File: src/rtl/link_poll_master.sv
module link_poll_master #(
  parameter int TIMEOUT    = 64,
  parameter int MISS_LIMIT = 4,
  parameter int PROBE_GAP  = 8,
  parameter int SEQ_W      = 8
) (
  input  logic             clk,
  input  logic             rst_n,
  input  logic [1:0]       data_pend,
  input  logic             rx_valid,
  input  logic [7:0]       rx_byte,
  output logic             tx_strobe,
  output logic [7:0]       tx_byte,
  output logic             data_go,
  output logic             data_dst,
  output logic [SEQ_W-1:0] data_seq,
  output logic [1:0]       slave_up,
  output logic [1:0]       slave_absent
);
  localparam int TW = $clog2(TIMEOUT);
  localparam int MW = $clog2(MISS_LIMIT + 1);
  localparam int PW = $clog2(PROBE_GAP + 1);

  localparam logic [3:0] C_IDLE = 4'd0, C_POLL = 4'd1, C_REBOOT = 4'd3, C_LINKRST = 4'd4,
                         C_BUFQ = 4'd5, C_BUF_OK = 4'd7;

  typedef enum logic [1:0] {S_PICK, S_SEND, S_WAIT} st_t;

  st_t              st;
  logic             sel, last;
  logic [3:0]       cmd_q;
  logic [TW-1:0]    tmr;
  logic [MW-1:0]    miss [2];
  logic [PW-1:0]    skip;
  logic [1:0]       synced, absent;
  logic [SEQ_W-1:0] seq;

  logic       one_abs, abs_idx, nxt_sel, rx_good;
  logic [1:0] my_addr;
  logic [3:0] nxt_cmd, rx_cmd;

  assign my_addr   = sel ? 2'b10 : 2'b01;
  assign tx_byte   = {1'b0, ~^{cmd_q, my_addr}, cmd_q, my_addr};
  assign tx_strobe = (st == S_SEND);
  assign slave_up  = synced;
  assign slave_absent = absent;

  assign rx_cmd  = rx_byte[5:2];
  assign rx_good = rx_valid && !rx_byte[7] && (^rx_byte[6:0]) && (rx_byte[1:0] == my_addr);

  assign one_abs = absent[0] ^ absent[1];
  assign abs_idx = absent[1];

  always_comb begin
    if (one_abs) nxt_sel = (skip == PW'(PROBE_GAP)) ? abs_idx : ~abs_idx;
    else         nxt_sel = ~last;
    if (!synced[nxt_sel])     nxt_cmd = C_LINKRST;
    else if (data_pend[nxt_sel]) nxt_cmd = C_BUFQ;
    else                      nxt_cmd = C_POLL;
  end

  always_ff @(posedge clk) begin
    if (!rst_n) begin
      st       <= S_PICK;
      sel      <= 1'b0;
      last     <= 1'b1;
      cmd_q    <= C_IDLE;
      tmr      <= '0;
      miss[0]  <= '0;
      miss[1]  <= '0;
      skip     <= '0;
      synced   <= '0;
      absent   <= '0;
      seq      <= '0;
      data_go  <= 1'b0;
      data_dst <= 1'b0;
      data_seq <= '0;
    end else begin
      data_go <= 1'b0;
      case (st)
        S_PICK: begin
          sel   <= nxt_sel;
          last  <= nxt_sel;
          cmd_q <= nxt_cmd;
          if (one_abs) skip <= (skip == PW'(PROBE_GAP)) ? '0 : skip + 1'b1;
          else         skip <= '0;
          st <= S_SEND;
        end
        S_SEND: begin
          tmr <= '0;
          st  <= S_WAIT;
        end
        default: begin
          if (rx_good) begin
            miss[sel]   <= '0;
            absent[sel] <= 1'b0;
            case (cmd_q)
              C_LINKRST: if (rx_cmd == C_IDLE) synced[sel] <= 1'b1;
              C_POLL:    if (rx_cmd == C_REBOOT) synced[sel] <= 1'b0;
              C_BUFQ:    if (rx_cmd == C_BUF_OK) begin
                data_go  <= 1'b1;
                data_dst <= sel;
                data_seq <= seq;
                seq      <= seq + 1'b1;
              end
              default: ;
            endcase
            st <= S_PICK;
          end else if (rx_valid || tmr == TW'(TIMEOUT - 1)) begin
            if (miss[sel] >= MW'(MISS_LIMIT - 1)) begin
              miss[sel]   <= MW'(MISS_LIMIT);
              absent[sel] <= 1'b1;
              synced[sel] <= 1'b0;
            end else begin
              miss[sel] <= miss[sel] + 1'b1;
            end
            st <= S_PICK;
          end else begin
            tmr <= tmr + 1'b1;
          end
        end
      endcase
    end
  end
endmodule


File: config.mk
export PLATFORM = sky130hd
export DESIGN_NAME = link_poll_master
export DESIGN_NICKNAME = d
export VERILOG_FILES = /design/src/rtl/link_poll_master.sv
export SDC_FILE = /design/constraint.sdc
export NUM_CORES = 1
export LEC_CHECK = 0
export ABC_AREA = 1
export CORE_MARGIN = 2
export CORE_UTILIZATION = 40
export DETAILED_ROUTE_END_ITERATION = 10
export SLEW_MARGIN = 20
export SYNTH_ARGS = -nofsm -noshare
export SYNTH_HDL_FRONTEND = slang
export SYNTH_SLANG_ARGS = --single-unit
File: constraint.sdc
create_clock -name clk -period 2.17 [get_ports clk]
set_input_delay 0.3255 -clock clk [delete_from_list [all_inputs] [get_ports clk]]
set_output_delay 0.3255 -clock clk [all_outputs]
set_load 0.01 [all_outputs]
==> PnR_summary.wiki, run 1 <==
{| class="wikitable"
! Metric !! Value
|-
| Status || completed
|-
| Number of cells produced by synthesis || 321
|-
| Synthesized cell area || 0.00240 sq mm
|-
| Crit start category || register
|-
| Area of the multi-input gates || 0.00117 sq mm
|-
| Worst hold margin || 0.477 ns
|-
| Max Freq || 507 MHz
|-
| Vias in the first global route || 1908
|-
| Most instantiated flip-flop cell in the synthesis netlist || dfxtp_1
|-
| Initial standard-cell utilization of the core || 0.410
|-
| Area of the die || 0.00664 sq mm
|-
| Clock transition at the register clock pins on the worst setup and hold paths after CTS || 0.08 ns
|-
| Count of placed standard cells in the final layout, fillers left out || 441
|-
| Total iterations of the first detailed-routing run || 4
|-
| Worst-case vdd ir drop || 0.486 mV
|-
| CTS max path bufs || 2
|-
| # IOs || 36
|-
| Aggregate global routing overflow || 0
|-
| XOR/XNOR share of the synthesized area || 0.0255
|-
| Max capacitance violation total || 0
|-
| Data required time at the worst endpoint || 2.18 ns
|-
| Antenna violations before repair || 0
|-
| Crit path from || tmr[0]$_SDFFE_PN0P_
|-
| Vias after detailed routing || 2103
|-
| Post-synthesis compound-gate area fraction || 0.125
|-
| Count of unresolved DRC violations after routing || 0
|-
| Endpoint arrival time on the critical path || 1.98 ns
|-
| Core area || 0.00585 sq mm
|-
| P&R area growth vs syn || 24.0%
|-
| Synth top cells by count || 65 x nand2_1, 44 x inv_1, 39 x dfxtp_1, 34 x nor2_1, 23 x a21oi_1
|-
| Adder and majority gate portion of the synthesized area || 0.0677
|-
| Residual antenna-violating net count after detailed routing || 0
|-
| Power density cells || 650 mW/mm^2
|-
| Half-perimeter wire length after detailed placement || 3840 microns
|-
| Total Nets Final || 391
|-
| Setup slack, reg-to-reg || 0.20 ns
|-
| Finished Core Util || 0.509
|-
| Quantity of hold-fixing buffers added after cts || 0
|-
| Sequential cell area in the final layout || 961 sq um
|-
| Vias per std cell || 4.77
|-
| Worst hold path startpoint || last$_SDFFE_PN1P_
|-
| Leakage power || 1.26 nW
|-
| Post-CTS setup buffer count || 0
|-
| Clock Sinks || 45
|-
| Min Clock Period, post-route || 1.97 ns
|-
| Total Wirelength || 5110 microns
|-
| Die height || 81.5 microns
|-
| Global-route wire length before repair || 8520 microns
|-
| Antenna Diode Count || 0
|-
| Dominant combinational cell family by area after synthesis || simple AND/OR/NAND/NOR gates
|-
| Clock latency of the later-clocked register in the worst-skew pair || 0.30 ns
|-
| Startpoint of the worst-slack reg-to-reg timing path || tmr[0]$_SDFFE_PN0P_
|-
| H-tree depth reported by CTS || 2
|-
| Number of synthesized flops with an enable pin || 6
|-
| Setup repair after global routing missed its margin || no
|-
| Maximum number of pins on one net before global-route repair || 20
|-
| Per-instance average area after synthesis || 7.48 sq um
|-
| Hold Path Class || reg -> reg
|-
| Count of cell types in the netlist || 41
|-
| Cts repair resizes || 0
|-
| Number of fill cells in the layout || 558
|-
| First-iteration detailed-routing DRC count || 174
|-
| Final setup viols || 0
|-
| Number of warnings reported in the yosys synthesis log || 0
|-
| Fin Clk Skew || 0.00407 ns
|-
| Simple-Gate Fraction of Synth Area || 0.267
|-
| Number of storage elements in the synthesis netlist || 45
|-
| Most frequently used cell type in the post-synthesis netlist || nand2_1
|-
| TritonCTS clock tree || built
|-
| Class of the most critical setup path || reg -> reg
|-
| Dominant cells by area after synthesis || dfxtp_1 33%, nand2_1 10%, edfxtp_1 7.5%
|-
| Total routing usage reported by global routing || 0.167
|-
| Number of buffers created by CTS || 5
|-
| Fin crit share || 0.909
|-
| Std cell rows || 28
|-
| Routability-driven placement congestion ratio || 0.825
|-
| Fraction of registers with async set or reset after synthesis || 0
|-
| Fraction of layout instances using a drive strength above 1 || 0.104
|-
| Root buffer cell || clkbuf_8
|-
| Buffers added on ports || 32
|-
| Fraction of synthesized area in multiplexers || 0
|-
| Maximum fanout count along the critical path || 5
|-
| Max-slew violation count || 0
|-
| Critical path endpoint category || register
|-
| Most area-hungry cell type in the Yosys netlist || dfxtp_1
|-
| Proportion of synthesized chip area in sequential cells || 0.400
|-
| X dimension of the die || 81.5 microns
|-
| Hold violation total from the final report || 0
|-
| Avg WL per Cell || 11.6 microns
|-
| Area share of the largest cell type after synthesis || 0.325
|-
| Placed cell count || 433
|}
[cell usage in the layout (no fill, tap or decap), types with 2 or more instances in the layout]
| master | Yosys | routed |
|---|---|---|
| o21ai_0 | 15 | 15 |
| or2_1 | 2 | 2 |
| a21oi_1 | 23 | 23 |
| nand4_1 | 5 | 5 |
| dfxtp_1 | 39 | 39 |
| buf_4 | 5 | 14 |
| clkdlybuf4s50_1 | 0 | 32 |
| bufinv_16 | 0 | 2 |
| nor3_1 | 4 | 4 |
| clkbuf_8 | 0 | 5 |
| nand2_1 | 65 | 65 |
| edfxtp_1 | 6 | 6 |
| o22ai_1 | 3 | 3 |
| inv_1 | 44 | 44 |
| conb_1 | 1 | 3 |
| xor2_1 | 6 | 6 |
| o21ai_1 | 2 | 2 |
| nor2_1 | 34 | 34 |
| o21ai_2 | 2 | 2 |
| nand2_2 | 5 | 5 |
| nand3_1 | 21 | 21 |
| ha_1 | 13 | 13 |
| a21oi_2 | 3 | 3 |
[stage by stage]
stage                     worst slack [ns]  cell area (sq um)  TNS (ns)  power (mW)
after floorplan                      0.444               2410         0        1.09
after global placement             -0.0381               2840    -0.113        1.21
after detailed placement           -0.0997               2840    -0.566        1.21
after CTS                            0.205               2980         0        1.96
after global routing               0.00871               2980         0        2.03
final                                0.197               2980         0        1.93
[kinds of logic (layout without fill, tap and decap cells)]
logic type,Yosys count,count (layout)
DFF,45,45
buffers and inverters,58,101
and+or+nand+nor,144,144
other,1,3
AOI/OAI and AO/OA,53,53
xor gates and xnor gates,7,7
adders and majority gates,13,13
[report_power, final]
part           internal (mW)  switching [mW]
logic                  0.124           0.165
registers              0.869          0.0257
clock network          0.457           0.293
[metal layers]
metal  up-vias  routed length, microns  track usage
met5         -                       0            0
met4         0                      72       0.0644
met3         7                     220       0.0319
met2        50                    2320        0.277
met1       930                    2500        0.216
li1       1116                       -            -
[final cells by class]
type | instances | share of cell area
Tap cell | 75 | 0.0315
Multi-Input combinational cell | 220 | 0.395
Sequential cell | 45 | 0.323
Timing Repair Buffer | 46 | 0.143
Clock buffer | 5 | 0.0231
Inverter | 47 | 0.0634
Clock inverter | 3 | 0.0218
[path summary, 6_finish.rpt]
| kind | endpoint | cells past startpoint |
|---|---|---|
| max | miss[0][0]$_SDFFCE_PN0P_ | 7 |
| min | last$_SDFFE_PN1P_ | 2 |
| max reg2reg | miss[0][0]$_SDFFCE_PN0P_ | 7 |
| min reg2reg | last$_SDFFE_PN1P_ | 2 |
[critical path, cell delays in order, from the launching register on]
cell,delay (ns)
dfxtp_1,0.37
ha_1,0.20
nand3_1,0.10
nor2_1,0.14
a21oi_1,0.17
nor2_1,0.28
nand3_1,0.22
nand2_1,0.19
(Power assumes the default switching activity.)
==> run 2: changes to the inputs <==
--- a/config.mk
+++ b/config.mk
@@ -5,10 +5,10 @@
 export SDC_FILE = /design/constraint.sdc
 export NUM_CORES = 1
 export LEC_CHECK = 0
-export ABC_AREA = 1
 export CORE_MARGIN = 2
 export CORE_UTILIZATION = 40
 export DETAILED_ROUTE_END_ITERATION = 10
+export RECOVER_POWER = 25
 export SLEW_MARGIN = 20
 export SYNTH_ARGS = -nofsm -noshare
 export SYNTH_HDL_FRONTEND = slang
==> run 2 against run 1 <==
Net effect:
- synthesized cell count fell by 14%
- cell area rose by 1.1%
- sequential power is 2% higher
- clock power is 33% lower
- first-iteration DRC count is 37% lower
- clock-buffer cell count increased by 1
- register-to-register slack gained 0.05 ns
- largest cell class unchanged
==> PnR_summary.wiki, run 2 <==
{| class="wikitable"
! Metric !! Value
|-
| Cell depth of the worst min-delay path || 2
|-
| Area share of the largest cell type after synthesis || 0.325
|-
| Residual antenna-violating net count after detailed routing || 0
|-
| X dimension of the die || 81.5 microns
|-
| Sum of negative setup slack || 0 ns
|-
| Fraction of registers with async set or reset after synthesis || 0
|-
| Number of cells on the worst reg-to-reg path || 6
|-
| Class of the most critical setup path || in -> reg
|-
| Number of buffers created by CTS || 5
|-
| Placement-stage worst setup slack || -0.483 ns
|-
| Antenna violations before repair || 0
|-
| Clock transition at the register clock pins on the worst setup and hold paths after CTS || 0.08 ns
|-
| Min Clock Period, post-route || 2.08 ns
|-
| Max-slew violation count || 0
|-
| Aggregate global routing overflow || 0
|-
| Most common cell after layout, fill and taps aside || dfxtp_1
|-
| Leakage power || 1.19 nW
|-
| Hold violation total from the final report || 0
|-
| Most frequently used cell type in the post-synthesis netlist || dfxtp_1
|-
| Most frequent cells in the layout || 39 x dfxtp_1, 37 x nor2_1, 22 x buf_4, 19 x nand2_1
|-
| Design area || 0.00301 sq mm
|-
| Vias per std cell || 5.11
|-
| Clock Sinks || 45
|-
| CTS max path bufs || 2
|-
| Crit start category || primary input
|-
| Initial standard-cell utilization of the core || 0.411
|-
| Total Wirelength || 5230 microns
|-
| Clock latency of the later-clocked register in the worst-skew pair || 0.29 ns
|-
| Power density cells || 587 mW/mm^2
|-
| Number of cells produced by synthesis || 275
|-
| Data required time at the worst endpoint || 2.36 ns
|-
| Status || completed
|-
| Max Freq || 481 MHz
|-
| Endpoint arrival time on the critical path || 2.27 ns
|-
| Critical path endpoint category || register
|-
| Most instantiated flip-flop cell in the synthesis netlist || dfxtp_1
|-
| Total Nets Final || 350
|-
| Finished Core Util || 0.515
|-
| Area of the die || 0.00664 sq mm
|-
| Total iterations of the first detailed-routing run || 4
|-
| Total routing usage reported by global routing || 0.169
|-
| TritonCTS clock tree || built
|-
| First-iteration detailed-routing DRC count || 109
|-
| Number of synthesized flops with an enable pin || 6
|-
| Routability-driven placement congestion ratio || 0.826
|-
| Count of unresolved DRC violations after routing || 0
|-
| H-tree depth reported by CTS || 2
|-
| Global-route wire length before repair || 8640 microns
|-
| # IOs || 36
|-
| Antenna Diode Count || 0
|-
| Proportion of synthesized chip area in sequential cells || 0.400
|-
| Dominant cells by area after synthesis || dfxtp_1 32%, edfxtp_1 7.5%, ha_1 6.8%
|-
| Per-instance average area after synthesis || 8.74 sq um
|-
| Final setup viols || 0
|-
| Maximum fanout count along the critical path || 2
|-
| Count of cell types in the netlist || 49
|-
| Least setup slack across all paths after layout || 0.0922 ns
|-
| Root buffer cell || clkbuf_8
|-
| Max capacitance violation total || 0
|-
| Core area || 0.00585 sq mm
|-
| Synth top cells by count || 39 x dfxtp_1, 37 x nor2_1, 19 x nand2_1, 17 x a21oi_1, 17 x inv_1
|-
| Quantity of hold-fixing buffers added after cts || 0
|-
| Maximum number of pins on one net before global-route repair || 14
|-
| Buffers added on ports || 32
|-
| Worst-case vdd ir drop || 0.313 mV
|-
| Number of warnings reported in the yosys synthesis log || 0
|-
| Setup repair after global routing missed its margin || no
|-
| Fin Clk Skew || 0.00481 ns
|-
| Half-perimeter wire length after detailed placement || 4000 microns
|-
| Hold path endpoint || seq[7]$_SDFFE_PN0P_
|-
| Number of storage elements in the synthesis netlist || 45
|-
| Placed inst area || 0.00292 sq mm
|-
| Worst hold path startpoint || seq[7]$_SDFFE_PN0P_
|-
| Post-CTS setup buffer count || 0
|-
| Vias after detailed routing || 2042
|-
| Vias in the first global route || 1907
|-
| Hold Path Class || reg -> reg
|-
| Fin crit share || 0.958
|-
| Synthesized cell area || 0.00240 sq mm
|-
| Std cell rows || 28
|-
| Reg-to-reg critical path endpoint || miss[1][0]$_SDFFCE_PN0P_
|-
| Most area-hungry cell type in the Yosys netlist || dfxtp_1
|-
| Setup slack, reg-to-reg || 0.25 ns
|-
| P&R area growth vs syn || 25.2%
|-
| Die height || 81.5 microns
|-
| Fraction of layout instances using a drive strength above 1 || 0.120
|-
| Avg WL per Cell || 13.1 microns
|-
| Number of fill cells in the layout || 565
|}
==> run 2: cell families (layout without fill, tap and decap cells) <==
group | Yosys count | after routing | share of synthesized area
other | 1 | 3 | 0.00156
AO/OA/AOI/OAI | 51 | 51 | 0.137
XOR/XNOR | 11 | 11 | 0.0463
AND/OR/NAND/NOR | 104 | 104 | 0.213
flip-flops | 45 | 45 | 0.400
buffers and inverters | 32 | 80 | 0.0573
multiplexers | 18 | 18 | 0.0765
adder cells (fa/ha/maj) | 13 | 13 | 0.0677
==> run 2: final cells by class <==
type                       instances  area [sq um]  share of cell area
tap                               75          93.8              0.0312
timing repair buffer              54           480               0.160
multi-input combinational        200          1330               0.440
inverter                          18          67.6              0.0224
sequential                        45           961               0.319
clock buffer                       6          72.6              0.0241
clock inverter                     2          10.0             0.00333
==> run 2: repair_timing <==
| action | in CTS | in global routing |
|---|---|---|
| resized for setup | 6 | 0 |
| endpoints found under the setup margin | 15 | 1 |
| pin swaps | 4 | 3 |
| gates cloned | 0 | 0 |
==> run 2: worst max-delay path, stage by stage <==
cell,delay [ns]
dlygate4sd2_1,0.21
inv_1,0.04
ha_1,0.27
xnor3_2,0.42
o211ai_4,0.08
or3_4,0.33
o31a_1,0.24
o311a_1,0.34
==> run 2: power breakdown <==
part           leakage, nW  total (mW)  internal (mW)  switching [mW]
clock network       0.0450       0.499          0.224           0.275
registers            0.378       0.912          0.875          0.0373
logic                0.770       0.355          0.170           0.185
==> run 2: worst max path at each step <==
stage / cells past startpoint / from / endpoint / slack [ns]
after global placement: 8 / rx_byte[2] / register / -0.46
after global routing: 8 / rx_byte[2] / register / 0.04
final: 8 / rx_byte[2] / register / 0.09
after detailed placement: 8 / rx_byte[2] / register / -0.48
after CTS: 8 / rx_byte[4] / register / 0.01
after floorplan: 7 / rx_byte[2] / register / 0.02
==> run 2: metal layers <==
metal	global-route usage	part of all wire	vias up
met3	0.0330	0.035	10
met4	0.0644	0.021	0
met2	0.290	0.48	36
met5	0	0	-
li1	-	-	1052
met1	0.208	0.46	944
==> run 2: stage by stage <==
step           hold slack (ns)  cells  power (mW)
2_1_floorplan            0.436    277        1.13
3_3_place_gp             0.451    392        1.29
3_5_place_dp             0.466    392        1.29
4_1_cts                  0.483    400        1.80
5_1_grt                  0.518    400        1.86
6_report                 0.476    400        1.77
==> run 3: changes to the inputs <==
--- a/config.mk
+++ b/config.mk
@@ -6,8 +6,9 @@
 export NUM_CORES = 1
 export LEC_CHECK = 0
 export CORE_MARGIN = 2
-export CORE_UTILIZATION = 40
+export CORE_UTILIZATION = 43
 export DETAILED_ROUTE_END_ITERATION = 10
+export PLACE_DENSITY = 0.66
 export RECOVER_POWER = 25
 export SLEW_MARGIN = 20
 export SYNTH_ARGS = -nofsm -noshare
==> run 3 against run 2 <==
Net effect:
- first-iteration DRC count fell by 10%
- hold slack improved by 0.018 ns
- die area fell by 6.6%
- clock-buffer cell count fell by 1
- clock power rose by 30%
- critical path type unchanged
- sequential share of layout area barely moved
- register-to-register slack got worse by 0.03 ns
- utilization rose by 3.9 points
- total power rose by 8.5%
- flip-flop and latch count did not move
- sequential power barely moved
- critical path depth did not move
==> PnR_summary.wiki, run 3 (same netlist as run 2, synthesis figures left out) <==
{| class="wikitable"
! Metric !! Value
|-
| Number of fill cells in the layout || 500
|-
| Most frequent cells in the layout || 39 x dfxtp_1, 37 x nor2_1, 19 x nand2_1, 19 x buf_4
|-
| Total power draw || 1.91 mW
|-
| Gate power share || 0.183
|-
| Vias in the first global route || 1949
|-
| Post-CTS setup buffer count || 0
|-
| Leakage power || 1.19 nW
|-
| Initial standard-cell utilization of the core || 0.442
|-
| Quantity of hold-fixing buffers added after cts || 0
|-
| Setup repair after global routing missed its margin || no
|-
| Clock latency of the later-clocked register in the worst-skew pair || 0.30 ns
|-
| Power density cells || 636 mW/mm^2
|-
| X dimension of the die || 78.8 microns
|-
| Die height || 78.8 microns
|-
| Hold Path Class || reg -> reg
|-
| Vias after detailed routing || 2046
|-
| Worst-case vdd ir drop || 0.306 mV
|-
| Most common cell after layout, fill and taps aside || dfxtp_1
|-
| Number of cells on the worst reg-to-reg path || 6
|-
| First-iteration detailed-routing DRC count || 98
|-
| Crit start category || primary input
|-
| Min Clock Period, post-route || 2.08 ns
|-
| Net switching power figure || 0.530 mW
|-
| TritonCTS clock tree || built
|-
| Core area || 0.00544 sq mm
|-
| Std cell rows || 27
|-
| Total Nets Final || 347
|-
| Data required time at the worst endpoint || 2.36 ns
|-
| Status || completed
|-
| Crit path buffers/inverters || 2
|-
| Number of buffers created by CTS || 5
|-
| Max-slew violation count || 0
|-
| Setup slack, reg-to-reg || 0.22 ns
|-
| Delay of the slowest critical-path stage || 0.42 ns
|-
| Buffers added on ports || 32
|-
| Aggregate global routing overflow || 0
|-
| Reg-to-reg critical path endpoint || miss[1][0]$_SDFFCE_PN0P_
|-
| Count of unresolved DRC violations after routing || 0
|-
| H-tree depth reported by CTS || 2
|-
| Placed inst area || 0.00289 sq mm
|-
| Maximum fanout count along the critical path || 2
|-
| Max capacitance violation total || 0
|-
| Clock Sinks || 45
|-
| Depth of the critical timing path with buffers and inverters included || 8
|-
| Power Internal || 1.38 mW
|-
| Maximum number of pins on one net before global-route repair || 22
|-
| Avg WL per Cell || 13.3 microns
|-
| Max Freq || 481 MHz
|-
| Class of the most critical setup path || in -> reg
|-
| Total Wirelength || 5260 microns
|-
| Routability-driven placement congestion ratio || 0.806
|-
| Antenna violations before repair || 0
|-
| Endpoint arrival time on the critical path || 2.27 ns
|-
| Critical path endpoint category || register
|-
| Residual antenna-violating net count after detailed routing || 0
|-
| # IOs || 36
|-
| Fraction of layout instances using a drive strength above 1 || 0.112
|-
| Clock power frac || 0.340
|-
| Count of placed standard cells in the final layout, fillers left out || 394
|-
| Total iterations of the first detailed-routing run || 4
|-
| Clock transition at the register clock pins on the worst setup and hold paths after CTS || 0.09 ns
|-
| Fin crit share || 0.959
|-
| Half-perimeter wire length after detailed placement || 3910 microns
|-
| Register share of total power || 0.477
|-
| Cell chain of the critical path || dlygate4sd2_1 -> inv_1 -> ha_1 -> xnor3_2 -> o211ai_4 -> or3_4 -> o31a_1 -> o311a_1
|-
| Global-route wire length before repair || 8960 microns
|-
| Final setup viols || 0
|-
| Library cell contributing the largest single delay on the critical path || xnor3_2
|-
| Design area || 0.00301 sq mm
|-
| Area of the die || 0.00620 sq mm
|-
| Delay-heaviest family, CP || compound AO/OA/AOI/OAI gates
|-
| Finished Core Util || 0.554
|-
| Area of the multi-input gates || 0.00132 sq mm
|-
| CTS max path bufs || 2
|-
| Root buffer cell || clkbuf_8
|-
| Switching power as a share of total power || 0.277
|-
| Vias per std cell || 5.19
|-
| Placed cell count || 386
|-
| P&R area growth vs syn || 25.3%
|-
| Total routing usage reported by global routing || 0.180
|-
| Sequential cell area in the final layout || 961 sq um
|-
| Fin Clk Skew || 0.00734 ns
|-
| Hold violation total from the final report || 0
|-
| Antenna Diode Count || 0
|-
| Crit path from || rx_byte[2]
|}
[run 3: worst min path at each step]
stage	start	endpoint	slack, ns	cells after the start
2_1_floorplan	seq[7]$_SDFFE_PN0P_	seq[7]$_SDFFE_PN0P_	0.44	2
3_3_place_gp	seq[7]$_SDFFE_PN0P_	seq[7]$_SDFFE_PN0P_	0.46	2
3_5_place_dp	seq[7]$_SDFFE_PN0P_	seq[7]$_SDFFE_PN0P_	0.48	2
4_1_cts	seq[7]$_SDFFE_PN0P_	seq[7]$_SDFFE_PN0P_	0.49	2
5_1_grt	skip[1]$_SDFFE_PN0P_	skip[1]$_SDFFE_PN0P_	0.53	2
6_report	seq[7]$_SDFFE_PN0P_	seq[7]$_SDFFE_PN0P_	0.49	2
[run 3: what timing repair did]
item	CTS	global route
pin swaps	5	2
setup endpoints to repair	15	1
resized for setup	4	1
hold endpoints to repair	0	0
[run 3: layer usage]
metal	part of all wire	global-route usage	up-vias
li1	-	-	1050
met3	0.033	0.0295	9
met4	0.018	0.0632	0
met2	0.47	0.308	38
met1	0.48	0.231	949
met5	0	0	-
[run 3: cell type report]
type,instances,share of cell area
Tap cell,72,0.0299
Clock buffer,5,0.0229
Inverter,18,0.0224
Clock inverter,3,0.0154
Sequential cell,45,0.319
Timing Repair Buffer,51,0.152
Multi-Input combinational cell,200,0.438
[run 3: worst register-to-register path: stages (launching register included)]
cell      delay, ns
dfxtp_1        0.40
mux2_2         0.35
ha_1           0.20
ha_1           0.19
nand2b_1       0.17
or3_1          0.38
nor2_1         0.12
[run 3: power groups by stage]
stage / Combinational, mW / Clock [mW] / Sequential, mW
floorplan: 0.213 / 0 / 0.921
global placement: 0.349 / 0 / 0.931
detailed placement: 0.355 / 0 / 0.933
CTS: 0.354 / 0.667 / 0.913
finish: 0.351 / 0.651 / 0.913
global route: 0.389 / 0.698 / 0.919
[run 3: through the flow]
stage	TNS, ns	hold WS (ns)	worst slack, ns
4_1_cts	0	0.490	0.0295
3_3_place_gp	-7.49	0.457	-0.461
5_1_grt	0	0.526	0.00285
2_1_floorplan	0	0.436	0.0175
3_5_place_dp	-8.32	0.476	-0.492
6_report	0	0.494	0.0889
